**config.mk**
```make
export PLATFORM = sky130hd
export DESIGN_NAME = tx_dbuf_path
export DESIGN_NICKNAME = d
export VERILOG_FILES = /design/src/rtl/tx_dbuf_pkg.sv /design/src/rtl/tx_hold_buf.sv /design/src/rtl/tx_shifter.sv /design/src/rtl/tx_flag_unit.sv /design/src/rtl/tx_dbuf_path.sv
export SDC_FILE = /design/constraint.sdc
export NUM_CORES = 1
export LEC_CHECK = 0
export BUFFER_PORTS_ARGS = -buffer_cell sky130_fd_sc_hd__buf_4
export CORE_MARGIN = 5
export CORE_UTILIZATION = 54
export DETAILED_ROUTE_END_ITERATION = 6
export HOLD_SLACK_MARGIN = 0.05
export PLACE_DENSITY = 0.81
export SYNTH_ARGS = -nofsm -noshare
export SYNTH_HDL_FRONTEND = slang
export SYNTH_SLANG_ARGS = --single-unit
export TNS_END_PERCENT = 30
```
**constraint.sdc**
```tcl
create_clock -name clk -period 2 [get_ports clk]
set_input_delay 0.4 -clock clk [delete_from_list [all_inputs] [get_ports clk]]
set_output_delay 0.4 -clock clk [all_outputs]
set_load 0.01 [all_outputs]
```
**src/rtl/tx_dbuf_pkg.sv**
```systemverilog
package tx_dbuf_pkg;

    localparam int BYTE_W = 8;
    localparam int CNT_W  = $clog2(BYTE_W);

    typedef struct packed {
        logic              valid;
        logic [BYTE_W-1:0] data;
    } hold_t;

    typedef struct packed {
        logic              valid;
        logic [BYTE_W-1:0] data;
        logic [CNT_W-1:0]  cnt;
    } shift_t;

    typedef struct packed {
        logic st_room;
        logic st_done;
        logic irq_room;
        logic irq_done;
        logic irq_ovf;
    } flags_t;

endpackage

```
**src/rtl/tx_hold_buf.sv**
```systemverilog
module tx_hold_buf
    import tx_dbuf_pkg::*;
(
    input  logic              clk,
    input  logic              rst_n,
    input  logic              wr_en,
    input  logic [BYTE_W-1:0] wr_data,
    input  logic              flush,
    input  logic              take,
    output logic              valid,
    output logic [BYTE_W-1:0] data,
    output logic              accept,
    output logic              overflow
);
    hold_t hold_d, hold_q;

    always_comb begin
        accept   = wr_en && !flush && !hold_q.valid;
        overflow = wr_en && !flush && hold_q.valid;
        hold_d   = hold_q;
        if (flush || take) begin
            hold_d.valid = 1'b0;
        end
        if (accept) begin
            hold_d.valid = 1'b1;
            hold_d.data  = wr_data;
        end
    end

    always_ff @(posedge clk or negedge rst_n) begin
        if (!rst_n) begin
            hold_q <= '0;
        end else begin
            hold_q <= hold_d;
        end
    end

    assign valid = hold_q.valid;
    assign data  = hold_q.data;
endmodule

```
**src/rtl/tx_shifter.sv**
```systemverilog
module tx_shifter
    import tx_dbuf_pkg::*;
(
    input  logic              clk,
    input  logic              rst_n,
    input  logic              stb,
    input  logic              flush,
    input  logic              load,
    input  logic [BYTE_W-1:0] load_data,
    output logic              ready,
    output logic              done,
    output logic              ser_bit,
    output logic              active
);
    localparam logic [CNT_W-1:0] LAST = CNT_W'(BYTE_W - 1);

    shift_t sh_d, sh_q;

    always_comb begin
        done  = sh_q.valid && stb && (sh_q.cnt == LAST);
        ready = !sh_q.valid || done;
        sh_d  = sh_q;
        if (flush && sh_q.valid && (sh_q.cnt == '0)) begin
            sh_d.valid = 1'b0;
        end else if (sh_q.valid && stb) begin
            sh_d.data = {sh_q.data[BYTE_W-2:0], 1'b0};
            sh_d.cnt  = sh_q.cnt + 1'b1;
            if (done) begin
                sh_d.valid = 1'b0;
                sh_d.cnt   = '0;
            end
        end
        if (load) begin
            sh_d.valid = 1'b1;
            sh_d.data  = load_data;
            sh_d.cnt   = '0;
        end
    end

    always_ff @(posedge clk or negedge rst_n) begin
        if (!rst_n) begin
            sh_q <= '0;
        end else begin
            sh_q <= sh_d;
        end
    end

    assign ser_bit = sh_q.valid && sh_q.data[BYTE_W-1];
    assign active  = sh_q.valid;
endmodule

```
**src/rtl/tx_flag_unit.sv**
```systemverilog
module tx_flag_unit
    import tx_dbuf_pkg::*;
(
    input  logic clk,
    input  logic rst_n,
    input  logic accept,
    input  logic take,
    input  logic flush,
    input  logic done,
    input  logic buf_empty_now,
    input  logic overflow,
    input  logic room_clr,
    input  logic done_clr,
    input  logic ovf_clr,
    output flags_t flags
);
    flags_t fl_d, fl_q;
    logic   set_done;

    always_comb begin
        set_done = done && buf_empty_now && !accept;
        fl_d     = fl_q;

        if (take || flush)      fl_d.st_room = 1'b1;
        else if (accept)        fl_d.st_room = 1'b0;

        if (set_done)           fl_d.st_done = 1'b1;
        else if (accept)        fl_d.st_done = 1'b0;

        if (take)               fl_d.irq_room = 1'b1;
        else if (room_clr)      fl_d.irq_room = 1'b0;

        if (set_done)           fl_d.irq_done = 1'b1;
        else if (done_clr)      fl_d.irq_done = 1'b0;

        if (overflow)           fl_d.irq_ovf = 1'b1;
        else if (ovf_clr)       fl_d.irq_ovf = 1'b0;
    end

    always_ff @(posedge clk or negedge rst_n) begin
        if (!rst_n) begin
            fl_q <= '{st_room: 1'b1, default: 1'b0};
        end else begin
            fl_q <= fl_d;
        end
    end

    assign flags = fl_q;
endmodule

```
**src/rtl/tx_dbuf_path.sv**
```systemverilog
module tx_dbuf_path
    import tx_dbuf_pkg::*;
(
    input  logic              clk,
    input  logic              rst_n,
    input  logic              wr_en,
    input  logic [BYTE_W-1:0] wr_data,
    input  logic              flush,
    input  logic              shift_stb,
    input  logic              irq_room_clr,
    input  logic              irq_done_clr,
    input  logic              irq_ovf_clr,
    output logic              ser_bit,
    output logic              ser_active,
    output logic              st_buf_room,
    output logic              st_tx_done,
    output logic              irq_buf_room,
    output logic              irq_tx_done,
    output logic              irq_overflow
);
    logic              hb_valid, hb_accept, hb_ovf;
    logic [BYTE_W-1:0] hb_data;
    logic              sh_ready, sh_done, take;
    flags_t            flags;

    assign take = hb_valid && sh_ready && !flush;

    tx_hold_buf u_hold (
        .clk      (clk),
        .rst_n    (rst_n),
        .wr_en    (wr_en),
        .wr_data  (wr_data),
        .flush    (flush),
        .take     (take),
        .valid    (hb_valid),
        .data     (hb_data),
        .accept   (hb_accept),
        .overflow (hb_ovf)
    );

    tx_shifter u_shift (
        .clk       (clk),
        .rst_n     (rst_n),
        .stb       (shift_stb),
        .flush     (flush),
        .load      (take),
        .load_data (hb_data),
        .ready     (sh_ready),
        .done      (sh_done),
        .ser_bit   (ser_bit),
        .active    (ser_active)
    );

    tx_flag_unit u_flags (
        .clk           (clk),
        .rst_n         (rst_n),
        .accept        (hb_accept),
        .take          (take),
        .flush         (flush),
        .done          (sh_done),
        .buf_empty_now (!hb_valid || flush),
        .overflow      (hb_ovf),
        .room_clr      (irq_room_clr),
        .done_clr      (irq_done_clr),
        .ovf_clr       (irq_ovf_clr),
        .flags         (flags)
    );

    assign st_buf_room  = flags.st_room;
    assign st_tx_done   = flags.st_done;
    assign irq_buf_room = flags.irq_room;
    assign irq_tx_done  = flags.irq_done;
    assign irq_overflow = flags.irq_ovf;
endmodule

```
== After elaboration in Yosys (flattened, before gate mapping) ==
Index checks and enable logic that the tools add are counted.

* Output and inout bits: 7
* Bits of input ports: 16
* Bits in read-only memories: 0
* Bits in registers: 26
* Memories: 0
* Memory bits (writable): 0
* Logic and storage cells: 60
* Latch bits: 0

* Reduce and logical (&&, ||, !) cells: 30
* Equality and inequality tests: 2
* $mul: 0
* Muxes and demuxes: 17
* $add $sub $neg: 1
* Shift operators: 0
* $lt $le $gt $ge: 0
* Div/mod/pow operators: 0
* Bitwise gates (word level): 0

{| class="wikitable"
|+ Operators by type and width
! operator !! number
|-
| $mux 12 || 2
|-
| $logic_and 1x1->1 || 12
|-
| $mux 1 || 12
|-
| $reduce_bool 2->1 || 6
|-
| $mux 11 || 1
|-
| $mux 9 || 1
|-
| $reduce_bool 3->1 || 2
|-
| $logic_not 1->1 || 4
|-
| $reduce_and 2->1 || 2
|-
| $add 3x1->3 const B || 1
|-
| $eq 3x3->1 const B || 1
|-
| $logic_not 3->1 || 1
|-
| $logic_or 1x1->1 || 3
|-
| $mux 3 || 1
|-
| $ne 2x1->1 const B || 1
|}

== Longest topological paths before layout ==
Gate-level depths: netlist of run 1.

* Word-level depth: 8
* Mapped depth: 7
* Mapped depth without buffers: 5

== Modules after synthesis ==
Synthesis of run 1 repeated with hierarchy kept, for this count alone.

* Cell total of the unflattened synthesis: 113
* Area, all modules: 1242.4 µm²

{| class="wikitable"
|+ Modules (own cells, without submodules)
! module !! instances !! area an instance (µm²) !! seq. area each (µm²) !! cells an instance
|-
| tx_shifter || 1 || 646.9 || 300.3 || 72
|-
| tx_hold_buf || 1 || 390.4 || 225.2 || 22
|-
| tx_flag_unit || 1 || 190.2 || 126.4 || 17
|-
| tx_dbuf_path || 1 || 15.0 || 0.0 || 2
|}

== Worst setup path before layout of run 1 ==
No wires, ideal clock.

* Kind: flip-flop to flip-flop
* From: reg u_shift.sh_q[0] (netlist bit)
* To: reg u_shift.sh_q[10] (netlist bit)
* Arrival time: 1.380 ns
* Data required time: 1.918 ns
* Path slack: 0.538 ns
* Path buffers: 1
* Library setup time: 0.082 ns
* Period minus slack after synthesis: 1.462 ns
* Stages on the path, launching flop included: 7
* Cell sequence: dfrtp_1 ha_1 ha_1 a21boi_4 buf_6 or3b_1 a31oi_1

* Word-level cells in the longest chain between the ends: 7
* Elaborated cells between the ends (all ways): 11
* Classes of those cells: eq/ne (2); mux (1); reduce/logical (8)

{| class="wikitable"
|+ RTL lines
! what !! RTL line !! RTL
|-
| start, declared || tx_shifter.sv:17 || <nowiki>shift_t sh_d, sh_q;</nowiki>
|-
| start signal, assigned || tx_shifter.sv:42 || <nowiki>sh_q <= '0;</nowiki>
|-
| start signal, assigned || tx_shifter.sv:44 || <nowiki>sh_q <= sh_d;</nowiki>
|-
| $eq 3x3->1 || tx_shifter.sv:20 || <nowiki>done = sh_q.valid && stb && (sh_q.cnt == LAST);</nowiki>
|-
| $logic_and 1x1->1 || tx_shifter.sv:20 ||
|-
| $logic_or 1x1->1 || tx_shifter.sv:21 || <nowiki>ready = !sh_q.valid || done;</nowiki>
|-
| $logic_and 1x1->1 (2 in series) || tx_dbuf_path.sv:26 || <nowiki>assign take = hb_valid && sh_ready && !flush;</nowiki>
|-
| $ne 2x1->1 (no line) / $reduce_bool 2->1 (equally long branches) || -- ||
|-
| $reduce_and 2->1 (no line) || -- ||
|}

Several ways; a longest one is shown, not always the timed one.
A chain may end at the register's enable or synchronous reset.

== Worst setup path after layout of run 1 ==
* From: reg u_shift.sh_q[0] (netlist bit)
* To: reg u_shift.sh_q[4] (netlist bit)

The elaborated chain is that of the path after synthesis.

==> metrics.log, run 1 <==
INFO  metric run_status = finished, final reports clean
INFO  metric critical_path_fanouts_max = 20
INFO  metric clock.fmax = 562 MHz
INFO  metric cp.arrival = 2.04 ns
INFO  metric die_width = 59.7 µm
INFO  metric drive_above_1_share = 30.9%
INFO  metric htree_levels = 1
INFO  metric timing.final.max_slew_violations = 0
INFO  metric final_critical_path_setup_slack = 0.219 ns
INFO  metric die_height = 59.7 µm
INFO  metric post_detailed_route_wirelength_per_cell = 15.1 µm
INFO  metric clkTransAtPathRegs = 0.15 ns
INFO  metric synth_sequential_area_ratio = 48.8%
INFO  metric insertedDiodeCount = 0
INFO  metric syn_avg_cell_area = 11.5 µm²
INFO  metric cts_buffer_depth = 2
INFO  metric first_global_vias = 944
INFO  metric design.portCount = 23
INFO  metric clock_tree_from_tritoncts = built
INFO  metric yosysWarnings = 0
INFO  metric grt_use_total = 15.8%
INFO  metric crit_buf_inv = 0
INFO  metric grt_pass1_wl = 4.24 mm
INFO  metric min_period_over_period = 89.0%
INFO  metric fp.dieArea = 3570 µm²
INFO  metric syn_to_final_growth = 14.5%
INFO  metric crit-reg2reg-launch = u_shift.sh_q[0]
INFO  metric worstMarginPinSlew = 0.591 ns
INFO  metric worstPathCellList = ha_1 -> ha_1 -> a21boi_4 -> o21ai_0 -> a31oi_2
INFO  metric synth_largest_area_cell = dfrtp_1
INFO  metric setup_total_negative_slack = 0 ns
INFO  metric detailed_route_drc_error_count = 0
INFO  metric reg2reg_depth = 5
INFO  metric initial_antenna_violation_count = 0
INFO  metric max-vdd-ir-drop = 0.000783 V
INFO  metric worstSetupPathDepth = 5
INFO  metric globalRoute.totalOverflow = 0
INFO  metric finClkSkew = 0.00986 ns
INFO  metric post_cts.repair.setup_buffers = 0
INFO  metric criticalPathCategory = reg -> reg
INFO  metric worst_path_largest_cell_delay = 0.41 ns
INFO  metric setup-violations-final = 0
INFO  metric ys_types = 31
INFO  metric cap_violations = 0
INFO  metric finalNetCount = 156
INFO  metric post-dp-hpwl = 1.80 mm
INFO  metric cp_top_family = compound AO/OA/AOI/OAI gates
INFO  metric worst_slew_margin_rel = 60.6%
INFO  metric timing.rr.end = u_shift.sh_q[4]
INFO  metric fp-row-count = 18
INFO  metric clock-sinks = 26
INFO  metric placement.cell_area = 1470 µm²
INFO  metric place_worst_setup_slack = 0.276 ns
INFO  metric final-hold-violation-count = 0
INFO  metric finalWorstPathRequiredPeriod = 1.78 ns
INFO  metric post_synth_instance_area = 1340 µm²
INFO  metric netlist_top_cells_area = dfrtp_1 (47%), mux2_2 (6.7%), buf_6 (5.1%)
INFO  metric detailroute.via_count = 935
INFO  metric final_estimated_routing_congestion_in_global_placement = 0.788
INFO  metric root_buffer = clkbuf_4
INFO  metric grt_setup_unrepaired = false
INFO  metric timing.reg2reg.setup_slack = 0.22 ns
INFO  metric syn-instance-count = 116
INFO  metric cpMaxStageDelayCell = dfrtp_1
INFO  metric initial_utilization = 55.4%
INFO  metric route.antenna.remaining_nets = 0
INFO  metric crit_path_start_kind = flip-flop
INFO  metric worst_setup_path_startpoint = u_shift.sh_q[0]
INFO  metric cp-end-kind = flip-flop
INFO  metric grt_max_degree = 27
INFO  metric worst_min_delay_path_category = in -> reg
INFO  metric portBuffers = 22
INFO  metric fin_area = 1530 µm²
INFO  metric synth_top_area_share = 46.9%
INFO  metric capture_point_of_the_worst_path = u_shift.sh_q[4]
INFO  metric number_of_synthesized_register_bits = 26
INFO  metric cp.required = 2.26 ns
INFO  metric avgViaCountPerCell = 5.63
INFO  metric power.static_leakage = 0.664 nW
INFO  metric mappedNetlistNets = 135
INFO  metric core = 2410 µm²
INFO  metric firstDrtPassIters = 4
INFO  metric power_per_cell_area = 1080 nW/µm²
INFO  metric drt-initial-drc-count = 19
INFO  metric crit_top_cell = ha_1
INFO  metric clk_lat_worst_skew = 0.33 ns
INFO  metric cts_made_buffers = 3
INFO  metric postRouteWirelength = 2.51 mm
==> worst register-to-register path, stage by stage (launching register included) <==
cell,delay [ns]
dfrtp_1,0.41
ha_1,0.22
ha_1,0.24
a21boi_4,0.39
o21ai_0,0.22
a31oi_2,0.23
==> registers in the layout, summed over array words and instances (netlist names) <==
register,flops
u_shift.sh_q,11
u_hold.data,8
u_flags.flags,5
u_hold.valid,1
u_shift.active,1
==> cell usage in the layout (no fill, tap or decap), types with 2 or more instances in the layout <==
cell / n
buf_4: 22
nand2b_1: 3
a31oi_1: 6
and2_1: 2
a211oi_1: 7
or3b_1: 7
nor2_1: 4
inv_1: 10
o22ai_1: 3
dfrtp_1: 25
clkbuf_4: 3
a21oi_1: 5
mux2i_1: 3
ha_1: 3
mux2_2: 8
o21ai_0: 8
==> what timing repair did <==
action,in CTS,in global routing
hold buffers,1,0
endpoints found under the hold margin,25,0
setup endpoints to repair,0,0
gates resized for setup,0,0
==> through the flow <==
stage | utilization [%] | total power [mW] | hold WS (ns) | cells
3_5_place_dp | 60.9 | 1.30 | 0.325 | 161
6_report | 63.4 | 1.66 | 0.234 | 166
3_3_place_gp | 60.9 | 1.26 | 0.328 | 161
4_1_cts | 63.4 | 1.67 | 0.229 | 166
2_1_floorplan | - | 1.17 | 0.104 | 116
5_1_grt | 63.4 | 1.76 | 0.220 | 166
==> metal layers <==
metal	global-route usage, %	vias up	part of all wire, %	wire length [µm]
met5	0	-	0	0
met4	5.70	0	1.5	38
met3	2.59	5	3.3	84
met2	27.6	15	53	1320
met1	19.4	456	42	1060
li1	-	459	-	-
==> power breakdown <==
group	leakage [nW]	switching [mW]	internal (mW)	total, mW
clock network	0.0279	0.160	0.203	0.363
registers	0.308	0.0971	0.677	0.774
logic	0.327	0.262	0.256	0.518
total	0.664	0.520	1.14	1.66
==> cells in the mapped netlist <==
cell type / instances
a21o_1: 1
a211oi_1: 7
ha_1: 3
a21bo_2: 1
buf_6: 6
o32ai_1: 1
nor2_2: 1
dfstp_2: 1
mux2i_1: 3
clkbuf_1: 1
nand4b_1: 1
a21boi_4: 1
a31o_2: 1
nand2b_1: 3
nand3b_2: 1
o21ai_0: 8
dfrtp_1: 25
and2_1: 2
a31oi_1: 6
a31oi_2: 1
nand2_1: 1
nand3_1: 1
nor2_1: 4
nor3b_4: 1
a21oi_1: 5
o21bai_1: 1
or3b_1: 7
o211ai_1: 1
mux2_2: 8
o22ai_1: 3
inv_1: 10
==> cell type report <==
class | count | area [µm²]
Timing Repair Buffer | 23 | 175
Inverter | 10 | 37.5
Sequential cell | 26 | 652
Multi-Input combinational cell | 73 | 574
Clock inverter | 1 | 30.0
Tap cell | 30 | 37.5
Clock buffer | 3 | 22.5
Fill cell | 199 | 881
==> how the worst min path moves through the flow <==
stage | to | slack (ns) | from | cells after the start
global placement | u_hold.data[6] | 0.33 | rst_n | 1
detailed placement | u_shift.sh_q[10] | 0.33 | rst_n | 1
CTS | u_flags.flags[1] | 0.23 | irq_done_clr | 2
floorplan | u_flags.flags[0] | 0.10 | rst_n | 0
global route | u_flags.flags[1] | 0.22 | irq_done_clr | 2
finish | u_flags.flags[1] | 0.23 | irq_done_clr | 2
==> kinds of logic after synthesis <==
group,count (synthesis),share of synthesized area (%)
AOI/OAI and AO/OA,37,19.1
adders and majority gates,3,2.81
buffers and inverters,17,8.15
DFF,26,48.8
muxes,11,9.00
and+or+nand+nor,22,12.1
(Power assumes the default switching activity.)
==> run 2, diff against run 1 <==
CORE_UTILIZATION = 55   (was 54)
CTS_CLUSTER_DIAMETER = 150   (was not set)
PLACE_DENSITY = 0.82   (was 0.81)
clock period = 2.2 ns   (was 2 ns; I/O delays follow)
==> run 2 against run 1 <==
  * Sequential share of layout area increased by 0.82 points
  * Final area shrank 1.9%
  * Clock skew about the same
  * First-iteration DRC count fell by 5.3%
  * Routed wire length shrank 1.0%
  * Clock-buffer cell count grew 1
  * Maximum frequency is 4.4% higher
  * Non-clock buffer count unchanged
  * Critical path depth stayed put
  * Worst hold slack improved by 0.067 ns
  * Die area down 1.5%
  * Final cell count decreased by 1.2%
  * Critical path type unchanged
  * Largest cell class unchanged
==> metrics.log, run 2 (synthesis results as in run 1) <==
INFO  metric run_status = finished, final reports clean
INFO  metric final-hold-violation-count = 0
INFO  metric initial_utilization = 59.2%
INFO  metric clock.fmax = 586 MHz
INFO  metric crit-reg2reg-launch = u_shift.sh_q[0]
INFO  metric route.antenna.remaining_nets = 0
INFO  metric drt-initial-drc-count = 18
INFO  metric grt_max_degree = 27
INFO  metric most-common-layout-cells = dfrtp_1 (25), buf_4 (22), inv_1 (10), mux2_2 (8), o21ai_0 (8)
INFO  metric finalWorstPathRequiredPeriod = 1.71 ns
INFO  metric initial_antenna_violation_count = 0
INFO  metric cts_made_buffers = 3
INFO  metric design.portCount = 23
INFO  metric htree_levels = 1
INFO  metric clock_tree_from_tritoncts = built
INFO  metric worst_setup_path_startpoint = u_shift.sh_q[0]
INFO  metric final_common_cell = dfrtp_1
INFO  metric power.static_leakage = 0.651 nW
INFO  metric criticalPathCategory = reg -> reg
INFO  metric grt_use_total = 15.7%
INFO  metric min_period_over_period = 77.5%
INFO  metric firstDrtPassIters = 4
INFO  metric max-vdd-ir-drop = 0.000546 V
INFO  metric worst_slew_margin_rel = 61.8%
INFO  metric root_buffer = clkbuf_4
INFO  metric fp.dieArea = 3510 µm²
INFO  metric worstMarginPinSlew = 0.573 ns
INFO  metric fp-row-count = 17
INFO  metric critical_path_fanouts_max = 20
INFO  metric timing.final.max_slew_violations = 0
INFO  metric syn_to_final_growth = 12.4%
INFO  metric wl_met3 = 137 µm
INFO  metric drive_above_1_share = 30.1%
INFO  metric clkTransAtPathRegs = 0.12 ns
INFO  metric grt_pass1_wl = 4.17 mm
INFO  metric total_power = 1.38 mW
INFO  metric cap_violations = 0
INFO  metric wl_met2 = 1.23 mm
INFO  metric cp.arrival = 1.95 ns
INFO  metric reg2reg_depth = 5
INFO  metric grt_setup_unrepaired = false
INFO  metric post-dp-hpwl = 1.75 mm
INFO  metric globalRoute.totalOverflow = 0
INFO  metric met1Wirelength = 1.09 mm
INFO  metric route.top_layer_used = met4
INFO  metric postRouteWirelength = 2.49 mm
INFO  metric avgViaCountPerCell = 5.74
INFO  metric first_global_vias = 938
INFO  metric clock-sinks = 26
INFO  metric die_width = 59.3 µm
INFO  metric largest_reg_flops = 11
INFO  metric timing.rr.end = u_shift.sh_q[1]
INFO  metric detailroute.via_count = 942
INFO  metric filler_cell_count = 179
INFO  metric cts-hold-fix-buffers = 1
INFO  metric crit_path_start_kind = flip-flop
INFO  metric cp.required = 2.44 ns
INFO  metric worst_min_delay_path_category = in -> reg
INFO  metric core = 2250 µm²
INFO  metric post_cts_resize_count = 0
INFO  metric setup-violations-final = 0
INFO  metric portBuffers = 22
INFO  metric finalNetCount = 156
INFO  metric insertedDiodeCount = 0
INFO  metric clk_lat_worst_skew = 0.32 ns
INFO  metric detailed_route_drc_error_count = 0
INFO  metric cp-end-kind = flip-flop
INFO  metric final_estimated_routing_congestion_in_global_placement = 0.753
INFO  metric cts_buffer_depth = 2
INFO  metric post_detailed_route_wirelength_per_cell = 15.2 µm
INFO  metric power_per_cell_area = 921 nW/µm²
INFO  metric post_cts.repair.setup_buffers = 0
INFO  metric timing.reg2reg.setup_slack = 0.49 ns
INFO  metric die_height = 59.3 µm
INFO  metric finClkSkew = 0.0100 ns
INFO  metric largest_register = u_shift.sh_q
INFO  metric setup_total_negative_slack = 0 ns
INFO  metric capture_point_of_the_worst_path = u_shift.sh_q[1]
-- run 2: worst max-delay path, cell delays in order (launching register included) --
cell      delay [ns]
dfrtp_1         0.40
ha_1            0.21
ha_1            0.25
a21boi_4        0.40
o21ai_0         0.20
mux2i_1         0.18
-- run 2: area by class of cell --
| class | instances | area (µm²) | area share [%] |
|---|---|---|---|
| timing repair buffer | 23 | 175 | 11.7 |
| tap | 28 | 35.0 | 2.34 |
| inverter | 10 | 37.5 | 2.50 |
| sequential | 26 | 652 | 43.5 |
| multi-input combinational | 73 | 574 | 38.3 |
| clock buffer | 4 | 26.3 | 1.75 |
-- run 2: worst min path at each step --
stage	startpoint	endpoint	slack, ns	cells after the start
5_1_grt	irq_done_clr	u_flags.flags[1]	0.28	2
4_1_cts	irq_done_clr	u_flags.flags[1]	0.30	2
3_3_place_gp	rst_n	u_shift.sh_q[0]	0.36	1
2_1_floorplan	rst_n	u_flags.flags[0]	0.14	0
6_report	irq_done_clr	u_flags.flags[1]	0.30	2
3_5_place_dp	rst_n	u_shift.sh_q[10]	0.36	1
-- run 2: per-stage QoR --
stage | cells | hold WS, ns | utilization (%) | setup slack, ns | cell area, µm²
4_1_cts | 164 | 0.298 | 66.5 | 0.482 | 1500
6_report | 164 | 0.301 | 66.5 | 0.495 | 1500
3_5_place_dp | 159 | 0.361 | 64.9 | 0.458 | 1460
2_1_floorplan | 116 | 0.144 | - | 0.738 | 1340
3_3_place_gp | 159 | 0.360 | 64.9 | 0.528 | 1460
5_1_grt | 164 | 0.279 | 66.5 | 0.361 | 1500
-- run 2: report_power, final --
part           internal, mW  switching (mW)
sequential            0.616          0.0857
combinational         0.232           0.242
clock                0.0710           0.135
total                 0.919           0.462
-- run 2: layer usage --
metal,track usage [%],up-vias
met5,0,-
met1,19.0,451
li1,-,459
met2,27.1,28
met3,3.92,4
met4,5.18,0
==> run 3, diff against run 2 <==
CORE_UTILIZATION = 49   (was 55)
PLACE_DENSITY = 0.78   (was 0.82)
clock period = 1.4 ns   (was 2.2 ns; I/O delays follow)
==> run 3 against run 2 <==
  * The run now ends with negative setup slack left
  * Die area up 10%
  * Critical path depth rose by 1
  * Clock-buffer cell count unchanged
  * Non-clock buffer count rose by 18
  * First-iteration DRC count rose by 110%
  * Global-route usage shrank 0.38 points
  * Largest cell class unchanged
==> metrics.log, run 3 (synthesis results as in run 1) <==
INFO  metric clock.fmax = 656 MHz
INFO  metric fin_area = 1720 µm²
INFO  metric initial_utilization = 49.7%
INFO  metric power.static_leakage = 0.751 nW
INFO  metric finClkSkew = 0.00323 ns
INFO  metric final_common_cell = buf_4
INFO  metric cp.required = 1.66 ns
INFO  metric firstDrtPassIters = 4
INFO  metric setup-violations-final = 15
INFO  metric cp.arrival = 1.79 ns
INFO  metric crit_path_start_kind = flip-flop
INFO  metric grt_pass1_wl = 4.76 mm
INFO  metric worstPathCellList = ha_2 -> ha_4 -> a21boi_4 -> buf_12 -> or3b_1 -> a31oi_2
INFO  metric largest_register = u_shift.sh_q
INFO  metric initial_antenna_violation_count = 0
INFO  metric most-common-layout-cells = buf_4 (37), dfrtp_1 (24), inv_1 (10), mux2_2 (8), o21ai_0 (8)
INFO  metric globalRoute.totalOverflow = 0
INFO  metric clock-sinks = 26
INFO  metric die_height = 62.2 µm
INFO  metric cpMaxStageDelayCell = or3b_1
INFO  metric run_status = finished with violations
INFO  metric reg2reg_depth = 6
INFO  metric fp-row-count = 19
INFO  metric timing.final.max_slew_violations = 0
INFO  metric grt_use_total = 15.4%
INFO  metric worstMarginPinSlew = 0.326 ns
INFO  metric final_critical_path_setup_slack = -0.125 ns
INFO  metric grt_max_degree = 27
INFO  metric max-vdd-ir-drop = 0.00103 V
INFO  metric postRouteWirelength = 2.78 mm
INFO  metric worst_slew_margin_rel = 78.2%
INFO  metric post_detailed_route_wirelength_per_cell = 15.0 µm
INFO  metric criticalPathCategory = reg -> reg
INFO  metric final_estimated_routing_congestion_in_global_placement = 0.750
INFO  metric cp-end-kind = flip-flop
INFO  metric root_buffer = clkbuf_4
INFO  metric post-dp-hpwl = 2.02 mm
INFO  metric placement.cell_area = 1620 µm²
INFO  metric grt_setup_unrepaired = true
INFO  metric critical_path_fanouts_max = 11
INFO  metric worst_path_largest_cell_delay = 0.39 ns
INFO  metric min_period_over_period = 109%
INFO  metric finalNetCount = 174
INFO  metric largest_reg_flops = 11
INFO  metric syn_to_final_growth = 28.6%
INFO  metric clk_lat_worst_skew = 0.33 ns
INFO  metric route.top_layer_used = met4
INFO  metric cts_buffer_depth = 2
INFO  metric drt-initial-drc-count = 37
INFO  metric route.antenna.remaining_nets = 0
INFO  metric cap_violations = 0
INFO  metric finalHoldWorstSlack = 0.124 ns
INFO  metric power_per_cell_area = 1440 nW/µm²
INFO  metric clkTransAtPathRegs = 0.14 ns
INFO  metric design.portCount = 23
INFO  metric wl_met2 = 1.42 mm
INFO  metric die_width = 62.2 µm
INFO  metric first_global_vias = 1,033
INFO  metric detailroute.via_count = 1,015
INFO  metric core = 2690 µm²
INFO  metric htree_levels = 1
INFO  metric worst_min_delay_path_category = in -> reg
INFO  metric clock_tree_from_tritoncts = built
INFO  metric cts_made_buffers = 3
INFO  metric portBuffers = 22
INFO  metric fp.dieArea = 3870 µm²
INFO  metric violations_in_the_final_reports = negative setup slack
INFO  metric finalWorstPathRequiredPeriod = 1.52 ns
INFO  metric final-hold-violation-count = 0
INFO  metric met1Wirelength = 1.21 mm
INFO  metric drive_above_1_share = 44.8%
INFO  metric holdPathStages = 2
INFO  metric detailed_route_drc_error_count = 0
INFO  metric setup_total_negative_slack = -0.936 ns
INFO  metric insertedDiodeCount = 0
INFO  metric filler_cell_count = 225
INFO  metric wl_met3 = 94 µm
INFO  metric avgViaCountPerCell = 5.49
[run 3: layout make-up]
class | count | area, µm² | area share [%]
flip-flops and latches | 26 | 653 | 38.0
multi-input cells | 73 | 621 | 36.2
repair buffers | 41 | 330 | 19.2
well taps | 31 | 38.8 | 2.26
inverters | 10 | 37.5 | 2.19
clock buffers | 4 | 36.3 | 2.11
[run 3: where the power goes]
group	internal (mW)	switching (mW)	total [mW]
Sequential	0.968	0.137	1.11
Clock	0.159	0.231	0.390
Combinational	0.538	0.442	0.980
[run 3: routing by layer]
layer | vias to the layer above | GRT usage (%)
li1 | 499 | -
met1 | 492 | 19.8
met2 | 20 | 24.1
met3 | 4 | 3.06
met4 | 0 | 8.13
met5 | - | 0
[run 3: what timing repair did]
action / 4_1_cts / 5_1_grt
hold buffers: 1 / 0
cloned: 0 / 0
pin swaps: 7 / 9
resized for setup: 7 / 3
setup buffers: 3 / 0
endpoints found under the hold margin: 25 / 0
setup endpoints to repair: 15 / 24
[run 3: worst paths after layout]
kind | start | endpoint | slack, ns
worst max-delay path | u_shift.sh_q[1] | u_shift.sh_q[4] | -0.12
worst min-delay path | irq_done_clr | u_flags.flags[1] | 0.12
worst max register to register | u_shift.sh_q[1] | u_shift.sh_q[4] | -0.12
worst min register to register | u_hold.data[2] | u_hold.data[2] | 0.52
max in group asynchronous | rst_n | u_flags.flags[4] | 0.73
min in group asynchronous | rst_n | u_shift.sh_q[9] | 0.37
[run 3: stage by stage]
stage	setup slack, ns	utilization [%]	power (mW)	std cells
after floorplan	-0.0113	-	1.70	116
after global placement	-0.0696	60.1	1.96	178
after detailed placement	-0.153	60.1	2.03	178
after CTS	-0.143	63.5	2.48	185
after global routing	-0.201	63.9	2.64	185
final	-0.125	63.9	2.48	185
[run 3: worst max-delay path, delay by kind of cell, from the launching register on]
kind	cells	cell delay [ns]
adders and majority gates	2	0.35
DFF	1	0.38
buffers and inverters	1	0.13
and+or+nand+nor	1	0.39
AOI/OAI and AO/OA	2	0.21
